<file path="src/rtl/lite_uart_pkg.sv">
package lite_uart_pkg;
  localparam int WORD_W    = 32;
  localparam int BUS_ADDR_W = 4;

  typedef enum logic [1:0] {
    REG_RX   = 2'd0,
    REG_TX   = 2'd1,
    REG_STAT = 2'd2,
    REG_CTRL = 2'd3
  } reg_idx_e;

  // status bit positions
  localparam int ST_RX_VALID = 0;
  localparam int ST_RX_FULL  = 1;
  localparam int ST_TX_EMPTY = 2;
  localparam int ST_PEND     = 4;

  // control bit positions
  localparam int CT_RST_RX = 1;
  localparam int CT_IE     = 4;
endpackage

</file>
<file path="src/rtl/lite_uart_rx_fifo.sv">
module lite_uart_rx_fifo #(
  parameter int DEPTH  = 8,
  parameter int BYTE_W = 8,
  localparam int PTR_W = $clog2(DEPTH),
  localparam int CNT_W = PTR_W + 1
) (
  input  logic              clk_i,
  input  logic              rst_ni,
  input  logic              push_i,
  input  logic [BYTE_W-1:0] push_data_i,
  input  logic              pop_i,
  input  logic              flush_i,
  output logic [BYTE_W-1:0] head_o,
  output logic [CNT_W-1:0]  cnt_o,
  output logic              ready_o
);
  logic [BYTE_W-1:0] mem_q [DEPTH];
  logic [PTR_W-1:0]  wptr_q;
  logic [CNT_W-1:0]  cnt_q;
  logic [PTR_W-1:0]  rd_idx;
  logic [DEPTH-1:0]  ent_we;
  logic              push_ok, pop_ok;

  assign ready_o = (cnt_q != CNT_W'(DEPTH));
  assign push_ok = push_i & ready_o & ~flush_i;
  assign pop_ok  = pop_i & (cnt_q != '0) & ~flush_i;
  // oldest entry sits count slots behind the write position
  assign rd_idx  = wptr_q - cnt_q[PTR_W-1:0];
  assign head_o  = mem_q[rd_idx];
  assign cnt_o   = cnt_q;

  for (genvar i = 0; i < DEPTH; i++) begin : g_we
    assign ent_we[i] = push_ok && (wptr_q == PTR_W'(i));
  end

  always_ff @(posedge clk_i or negedge rst_ni) begin
    if (!rst_ni) begin
      for (int i = 0; i < DEPTH; i++) mem_q[i] <= '0;
    end else begin
      for (int i = 0; i < DEPTH; i++)
        if (ent_we[i]) mem_q[i] <= push_data_i;
    end
  end

  always_ff @(posedge clk_i or negedge rst_ni) begin
    if (!rst_ni) begin
      wptr_q <= '0;
      cnt_q  <= '0;
    end else if (flush_i) begin
      wptr_q <= '0;
      cnt_q  <= '0;
    end else begin
      if (push_ok) wptr_q <= wptr_q + PTR_W'(1);
      case ({push_ok, pop_ok})
        2'b10:   cnt_q <= cnt_q + CNT_W'(1);
        2'b01:   cnt_q <= cnt_q - CNT_W'(1);
        default: cnt_q <= cnt_q;
      endcase
    end
  end
endmodule

</file>
<file path="src/rtl/lite_uart_status.sv">
module lite_uart_status
  import lite_uart_pkg::*;
#(
  parameter int DATA_W = WORD_W
) (
  input  logic              clk_i,
  input  logic              rst_ni,
  input  logic              tx_wr_i,
  input  logic              stat_rd_i,
  input  logic              rx_nonempty_i,
  input  logic              rx_full_i,
  input  logic              irq_en_i,
  output logic [DATA_W-1:0] status_o,
  output logic              irq_o
);
  logic pend_q;
  logic pend_bit;

  // sticky part set by TX writes; FIFO data keeps the bit up on its own
  always_ff @(posedge clk_i or negedge rst_ni) begin
    if (!rst_ni)        pend_q <= 1'b0;
    else if (tx_wr_i)   pend_q <= 1'b1;
    else if (stat_rd_i) pend_q <= 1'b0;
  end

  assign pend_bit = pend_q | rx_nonempty_i;

  always_comb begin
    status_o              = '0;
    status_o[ST_RX_VALID] = rx_nonempty_i;
    status_o[ST_RX_FULL]  = rx_full_i;
    status_o[ST_TX_EMPTY] = 1'b1;
    status_o[ST_PEND]     = pend_bit;
  end

  assign irq_o = pend_bit & irq_en_i;
endmodule

</file>
<file path="src/rtl/lite_uart_regs.sv">
module lite_uart_regs
  import lite_uart_pkg::*;
#(
  parameter int DEPTH  = 8,
  parameter int BYTE_W = 8,
  localparam int CNT_W = $clog2(DEPTH) + 1
) (
  input  logic                  clk_i,
  input  logic                  rst_ni,
  input  logic                  bus_en_i,
  input  logic                  bus_we_i,
  input  logic [BUS_ADDR_W-1:0] bus_addr_i,
  input  logic [WORD_W-1:0]     bus_wdata_i,
  output logic [WORD_W-1:0]     bus_rdata_o,
  input  logic [BYTE_W-1:0]     rx_data_i,
  input  logic                  rx_valid_i,
  output logic                  rx_ready_o,
  output logic [BYTE_W-1:0]     tx_data_o,
  output logic                  tx_valid_o,
  output logic                  irq_o
);
  reg_idx_e            idx;
  logic                rd, wr;
  logic                rx_pop, tx_wr, ctrl_wr, stat_rd, rx_flush;
  logic [BYTE_W-1:0]   rx_head;
  logic [CNT_W-1:0]    rx_cnt;
  logic [WORD_W-1:0]   stat_word;
  logic [WORD_W-1:0]   ctrl_q, tx_q, rdata_q;
  logic [BYTE_W-1:0]   txd_q;
  logic                txv_q;
  logic [BUS_ADDR_W-3:0] unused_low;

  assign idx        = reg_idx_e'(bus_addr_i[3:2]);
  assign unused_low = bus_addr_i[1:0];
  assign rd         = bus_en_i & ~bus_we_i;
  assign wr         = bus_en_i & bus_we_i;
  assign rx_pop     = rd & (idx == REG_RX);
  assign stat_rd    = rd & (idx == REG_STAT);
  assign tx_wr      = wr & (idx == REG_TX);
  assign ctrl_wr    = wr & (idx == REG_CTRL);
  assign rx_flush   = ctrl_wr & bus_wdata_i[CT_RST_RX];

  lite_uart_rx_fifo #(.DEPTH(DEPTH), .BYTE_W(BYTE_W)) u_fifo (
    .clk_i      (clk_i),
    .rst_ni     (rst_ni),
    .push_i     (rx_valid_i),
    .push_data_i(rx_data_i),
    .pop_i      (rx_pop),
    .flush_i    (rx_flush),
    .head_o     (rx_head),
    .cnt_o      (rx_cnt),
    .ready_o    (rx_ready_o)
  );

  lite_uart_status #(.DATA_W(WORD_W)) u_stat (
    .clk_i        (clk_i),
    .rst_ni       (rst_ni),
    .tx_wr_i      (tx_wr),
    .stat_rd_i    (stat_rd),
    .rx_nonempty_i(rx_cnt != '0),
    .rx_full_i    (rx_cnt == CNT_W'(DEPTH)),
    .irq_en_i     (ctrl_q[CT_IE]),
    .status_o     (stat_word),
    .irq_o        (irq_o)
  );

  always_ff @(posedge clk_i or negedge rst_ni) begin
    if (!rst_ni) begin
      ctrl_q <= '0;
      tx_q   <= '0;
    end else begin
      if (ctrl_wr) ctrl_q <= bus_wdata_i;
      if (tx_wr)   tx_q   <= bus_wdata_i;
    end
  end

  always_ff @(posedge clk_i or negedge rst_ni) begin
    if (!rst_ni) begin
      txv_q <= 1'b0;
      txd_q <= '0;
    end else begin
      txv_q <= tx_wr;
      if (tx_wr) txd_q <= bus_wdata_i[BYTE_W-1:0];
    end
  end

  always_ff @(posedge clk_i or negedge rst_ni) begin
    if (!rst_ni) begin
      rdata_q <= '0;
    end else if (rd) begin
      unique case (idx)
        REG_RX:   rdata_q <= WORD_W'(rx_head);
        REG_TX:   rdata_q <= tx_q;
        REG_STAT: rdata_q <= stat_word;
        REG_CTRL: rdata_q <= ctrl_q;
        default:  rdata_q <= '0;
      endcase
    end
  end

  assign bus_rdata_o = rdata_q;
  assign tx_valid_o  = txv_q;
  assign tx_data_o   = txd_q;
endmodule

</file>
<file path="config.mk">
export PLATFORM = sky130hd
export DESIGN_NAME = lite_uart_regs
export DESIGN_NICKNAME = d
export VERILOG_FILES = /design/src/rtl/lite_uart_pkg.sv /design/src/rtl/lite_uart_rx_fifo.sv /design/src/rtl/lite_uart_status.sv /design/src/rtl/lite_uart_regs.sv
export SDC_FILE = /design/constraint.sdc
export NUM_CORES = 1
export LEC_CHECK = 0
export ABC_AREA = 1
export BUFFER_PORTS_ARGS = -buffer_cell sky130_fd_sc_hd__buf_2
export CORE_ASPECT_RATIO = 1.5
export CORE_MARGIN = 3
export CORE_UTILIZATION = 35
export DETAILED_ROUTE_END_ITERATION = 8
export PLACE_DENSITY_LB_ADDON = 0.2
export SLEW_MARGIN = 10
export SYNTH_ARGS = -nofsm -noshare
export SYNTH_HDL_FRONTEND = slang
export SYNTH_SLANG_ARGS = --single-unit
export TNS_END_PERCENT = 10
</file>
<file path="constraint.sdc">
create_clock -name clk_i -period 4.4 [get_ports clk_i]
set_clock_uncertainty 0.05 [all_clocks]
set_input_delay 0.88 -clock clk_i [delete_from_list [all_inputs] [get_ports clk_i]]
set_output_delay 0.88 -clock clk_i [all_outputs]
set_load 0.05 [all_outputs]
</file>
==> impl_metrics.prom <==
# TYPE chip_impl_metric gauge
chip_impl_metric{name="place_worst_setup_slack",unit="ps"} 1490
chip_impl_info{name="grt_setup_unrepaired",value="no"} 1
chip_impl_metric{name="timing.max_slew.rel_slack",unit="%"} 31.6
chip_impl_info{name="crit_type",value="reg2reg"} 1
chip_impl_metric{name="totalWireLength",unit="um"} 18700
chip_impl_info{name="capturing_element_type_of_the_critical_path",value="flop"} 1
chip_impl_metric{name="antenna_cells",unit=""} 0
chip_impl_metric{name="portBuffers",unit=""} 89
chip_impl_metric{name="clock_tree.htree_level_count",unit=""} 4
chip_impl_metric{name="synth-seq-area-share",unit="%"} 53.4
chip_impl_metric{name="resized_cells_post_cts",unit=""} 0
chip_impl_metric{name="cpPeakStageDelay",unit="ps"} 530
chip_impl_info{name="setup.worst_path.start_class",value="flop"} 1
chip_impl_metric{name="setup-tns-final",unit="ps"} 0
chip_impl_metric{name="maxSlewViolCount",unit=""} 0
chip_impl_info{name="cp_cell_sequence",value="inv_1, ha_1, inv_1, fa_1, buf_4, inv_1, nand3_1, nand2_1, nand2_1, nand2_1, nand2_1, a21oi_1"} 1
chip_impl_metric{name="ant_nets",unit=""} 0
chip_impl_metric{name="postCtsSetupRepairBufs",unit=""} 0
chip_impl_metric{name="vias_per_cell",unit=""} 4.58
chip_impl_metric{name="yosys_register_bits",unit=""} 169
chip_impl_metric{name="path_clk_slew",unit="ps"} 60
chip_impl_metric{name="postLayoutSetupSlackWorst",unit="ps"} 1690
chip_impl_metric{name="initial_utilization",unit="%"} 36.0
chip_impl_metric{name="nNetsFinal",unit=""} 1119
chip_impl_metric{name="fin_hold_ws",unit="ps"} 433
chip_impl_metric{name="grt_util_all_layers",unit="%"} 16.3
chip_impl_info{name="min-delay-start",value="u_fifo.mem_q[22]$_DFFE_PN0P_"} 1
chip_impl_metric{name="num_io_pins",unit=""} 92
chip_impl_metric{name="numClockSinks",unit=""} 169
chip_impl_metric{name="post-route-util",unit="%"} 41.7
chip_impl_metric{name="synth.distinct_cells",unit=""} 28
chip_impl_metric{name="dieArea",unit="sq um"} 24500
chip_impl_metric{name="drive_gt1_share",unit="%"} 13.9
chip_impl_metric{name="cts-buffers-inserted",unit=""} 17
chip_impl_metric{name="max_slew.worst_pin.slew",unit="ps"} 1030
chip_impl_metric{name="drc",unit=""} 0
chip_impl_metric{name="area_growth",unit="%"} 15.6
chip_impl_metric{name="critical_path.max_fanout",unit=""} 17
chip_impl_metric{name="synth_async_sr_flop_share",unit="%"} 100
chip_impl_info{name="synth.top_cells.by_area",value="sky130_fd_sc_hd__dfrtp_1, sky130_fd_sc_hd__nand2_1, sky130_fd_sc_hd__o21ai_0"} 1
chip_impl_metric{name="cts-root-to-sink-buffers",unit=""} 2
chip_impl_metric{name="power.ir.vdd_worst",unit="V"} 0.000313
chip_impl_metric{name="synth.avg_cell_area",unit="sq um"} 7.99
chip_impl_info{name="slowest_stage",value="sky130_fd_sc_hd__inv_1"} 1
chip_impl_metric{name="antenna_found_initial",unit=""} 0
chip_impl_metric{name="critical_path_arrival",unit="ps"} 3010
chip_impl_metric{name="synth_edf_count",unit=""} 0
chip_impl_metric{name="hpwl",unit="um"} 12500
chip_impl_metric{name="hold_buffers",unit=""} 0
chip_impl_metric{name="place.gp.congestion",unit=""} 0.777
chip_impl_metric{name="dr.first_iter.drc_count",unit=""} 334
chip_impl_metric{name="yosysTopAreaCellShare",unit="%"} 53.4
chip_impl_metric{name="vias",unit=""} 6157
chip_impl_metric{name="total_power",unit="mW"} 6.44
chip_impl_info{name="synthFlopType",value="sky130_fd_sc_hd__dfrtp_1"} 1
chip_impl_metric{name="syn_nets",unit=""} 1051
chip_impl_metric{name="core-area",unit="sq um"} 22000
chip_impl_metric{name="die_width",unit="um"} 129
chip_impl_metric{name="setup_viol_count_final",unit=""} 0
chip_impl_metric{name="min_period",unit="ps"} 2710
chip_impl_metric{name="timing.final.hold_violations",unit=""} 0
chip_impl_metric{name="power_leakage",unit="nW"} 4.66
chip_impl_metric{name="final_min_period_over_clock_period",unit="%"} 61.6
chip_impl_metric{name="worstPathRequired",unit="ps"} 4700
chip_impl_info{name="outcome",value="finished clean"} 1
chip_impl_info{name="synth_top_cells_by_count",value="sky130_fd_sc_hd__nand2_1, sky130_fd_sc_hd__dfrtp_1, sky130_fd_sc_hd__inv_1"} 1
chip_impl_metric{name="std_cell_rows",unit=""} 66
chip_impl_info{name="hold_class",value="reg2reg"} 1
chip_impl_metric{name="max_cap_violations",unit=""} 0
chip_impl_metric{name="grt_overflow_total",unit=""} 0
chip_impl_info{name="clockRootBuffer",value="sky130_fd_sc_hd__clkbuf_16"} 1
chip_impl_info{name="r2r_start",value="u_fifo.wptr_q[0]$_DFFE_PN0P_"} 1
chip_impl_metric{name="critical_path.n_buffers_inverters",unit=""} 4
chip_impl_info{name="cp-startpoint",value="u_fifo.wptr_q[0]$_DFFE_PN0P_"} 1
chip_impl_info{name="most_repeated_cell_in_the_gate_level_netlist_after_synthesis",value="sky130_fd_sc_hd__nand2_1"} 1
chip_impl_metric{name="dieHeight",unit="um"} 190
chip_impl_metric{name="power-per-cell-area",unit="nW/um^2"} 704
chip_impl_metric{name="synthCells",unit=""} 991
chip_impl_metric{name="grt_first_pass_wirelength",unit="um"} 31500
chip_impl_metric{name="synth.cell_area",unit="sq um"} 7910
chip_impl_info{name="worst_path_dominant_cell_family",value="buffers and inverters"} 1
chip_impl_metric{name="worst_skew_pair.late_latency",unit="ps"} 430
chip_impl_metric{name="number_of_global_route_vias_before_repair",unit=""} 6117
chip_impl_info{name="timing.critical_path.mode_cell",value="sky130_fd_sc_hd__nand2_1"} 1
chip_impl_metric{name="synth-warning-count",unit=""} 0
chip_impl_metric{name="maxClockFrequency",unit="MHz"} 369
chip_impl_info{name="clock_tree_from_tritoncts",value="done"} 1
chip_impl_metric{name="wire_per_inst",unit="um"} 13.9
chip_impl_info{name="synth_largest_area_cell",value="sky130_fd_sc_hd__dfrtp_1"} 1
chip_impl_metric{name="grt_max_degree",unit=""} 95
chip_impl_metric{name="drt_pre_antenna_iters",unit=""} 4
[final timing paths]
| path | endpoint | cells past startpoint | slack [ps] |
|---|---|---|---|
| max | bus_rdata_o[4]$_DFFE_PN0N_ | 12 | 1690 |
| min | u_fifo.mem_q[22]$_DFFE_PN0P_ | 2 | 430 |
| max reg2reg | bus_rdata_o[4]$_DFFE_PN0N_ | 12 | 1690 |
| min reg2reg | u_fifo.mem_q[22]$_DFFE_PN0P_ | 2 | 430 |
| max in group asynchronous | ctrl_q[27]$_DFFE_PN0N_ | 2 | 2920 |
| min in group asynchronous | tx_q[10]$_DFFE_PN0P_ | 1 | 460 |
[flip-flops by register name, summed over array words and instances (netlist names)]
signal,flops
bus_rdata_o,32
tx_valid_o,1
u_fifo.wptr_q,3
ctrl_q,32
tx_q,32
u_fifo.cnt_o,4
u_stat.pend_q,1
u_fifo.mem_q,64
[metal layers]
metal  vias up  track usage [%]  wire length, um
met2       116             27.6             9190
met3        17             5.06             1170
met1      2820             20.0             8080
li1       3204                -                -
met5         -                0                0
met4         0             4.65              242
[placed cells by master (no fill, tap or decap), types with 17 or more instances in the layout]
| master | count |
|---|---|
| sky130_fd_sc_hd__nand2_1 | 336 |
| sky130_fd_sc_hd__dfrtp_1 | 169 |
| sky130_fd_sc_hd__inv_1 | 131 |
| sky130_fd_sc_hd__o21ai_0 | 106 |
| sky130_fd_sc_hd__buf_2 | 88 |
| sky130_fd_sc_hd__nor2_1 | 63 |
| sky130_fd_sc_hd__nand3_1 | 39 |
| sky130_fd_sc_hd__a31oi_1 | 25 |
| sky130_fd_sc_hd__a21oi_1 | 23 |
| sky130_fd_sc_hd__clkbuf_16 | 17 |
[tightest hold or removal path, stage by stage (launching register included)]
cell and delay (ps):
sky130_fd_sc_hd__dfrtp_1 340, sky130_fd_sc_hd__nand2_1 50, sky130_fd_sc_hd__o21ai_0 60
[power by group]
group	internal [mW]	switching [mW]	leakage, nW	total, mW
registers	2.03	0.270	2.06	2.30
logic	0.800	1.78	2.30	2.58
clock network	0.905	0.662	0.289	1.57
[metrics by stage]
step	instance area (sq um)	std cells
after floorplan	7910	991
after global placement	8540	1312
after detailed placement	8540	1312
after CTS	9150	1344
after global routing	9150	1344
final	9150	1344
[cell families after synthesis]
logic type,after synthesis,share of synthesized area [%]
adders and majority gates,11,1.93
AOI/OAI and AO/OA,170,11.3
buffers and inverters,185,9.77
DFF,169,53.4
xor gates and xnor gates,1,0.111
and+or+nand+nor,455,23.5
[cell type report]
type,count,area [sq um]
sequential,169,4230
clock inverter,15,189
clock buffer,17,425
inverter,135,507
timing repair buffer,99,539
fill,2286,12800
tap,272,340
multi-input combinational,637,2920
No activity file was read; power rests on OpenSTA's default activity.
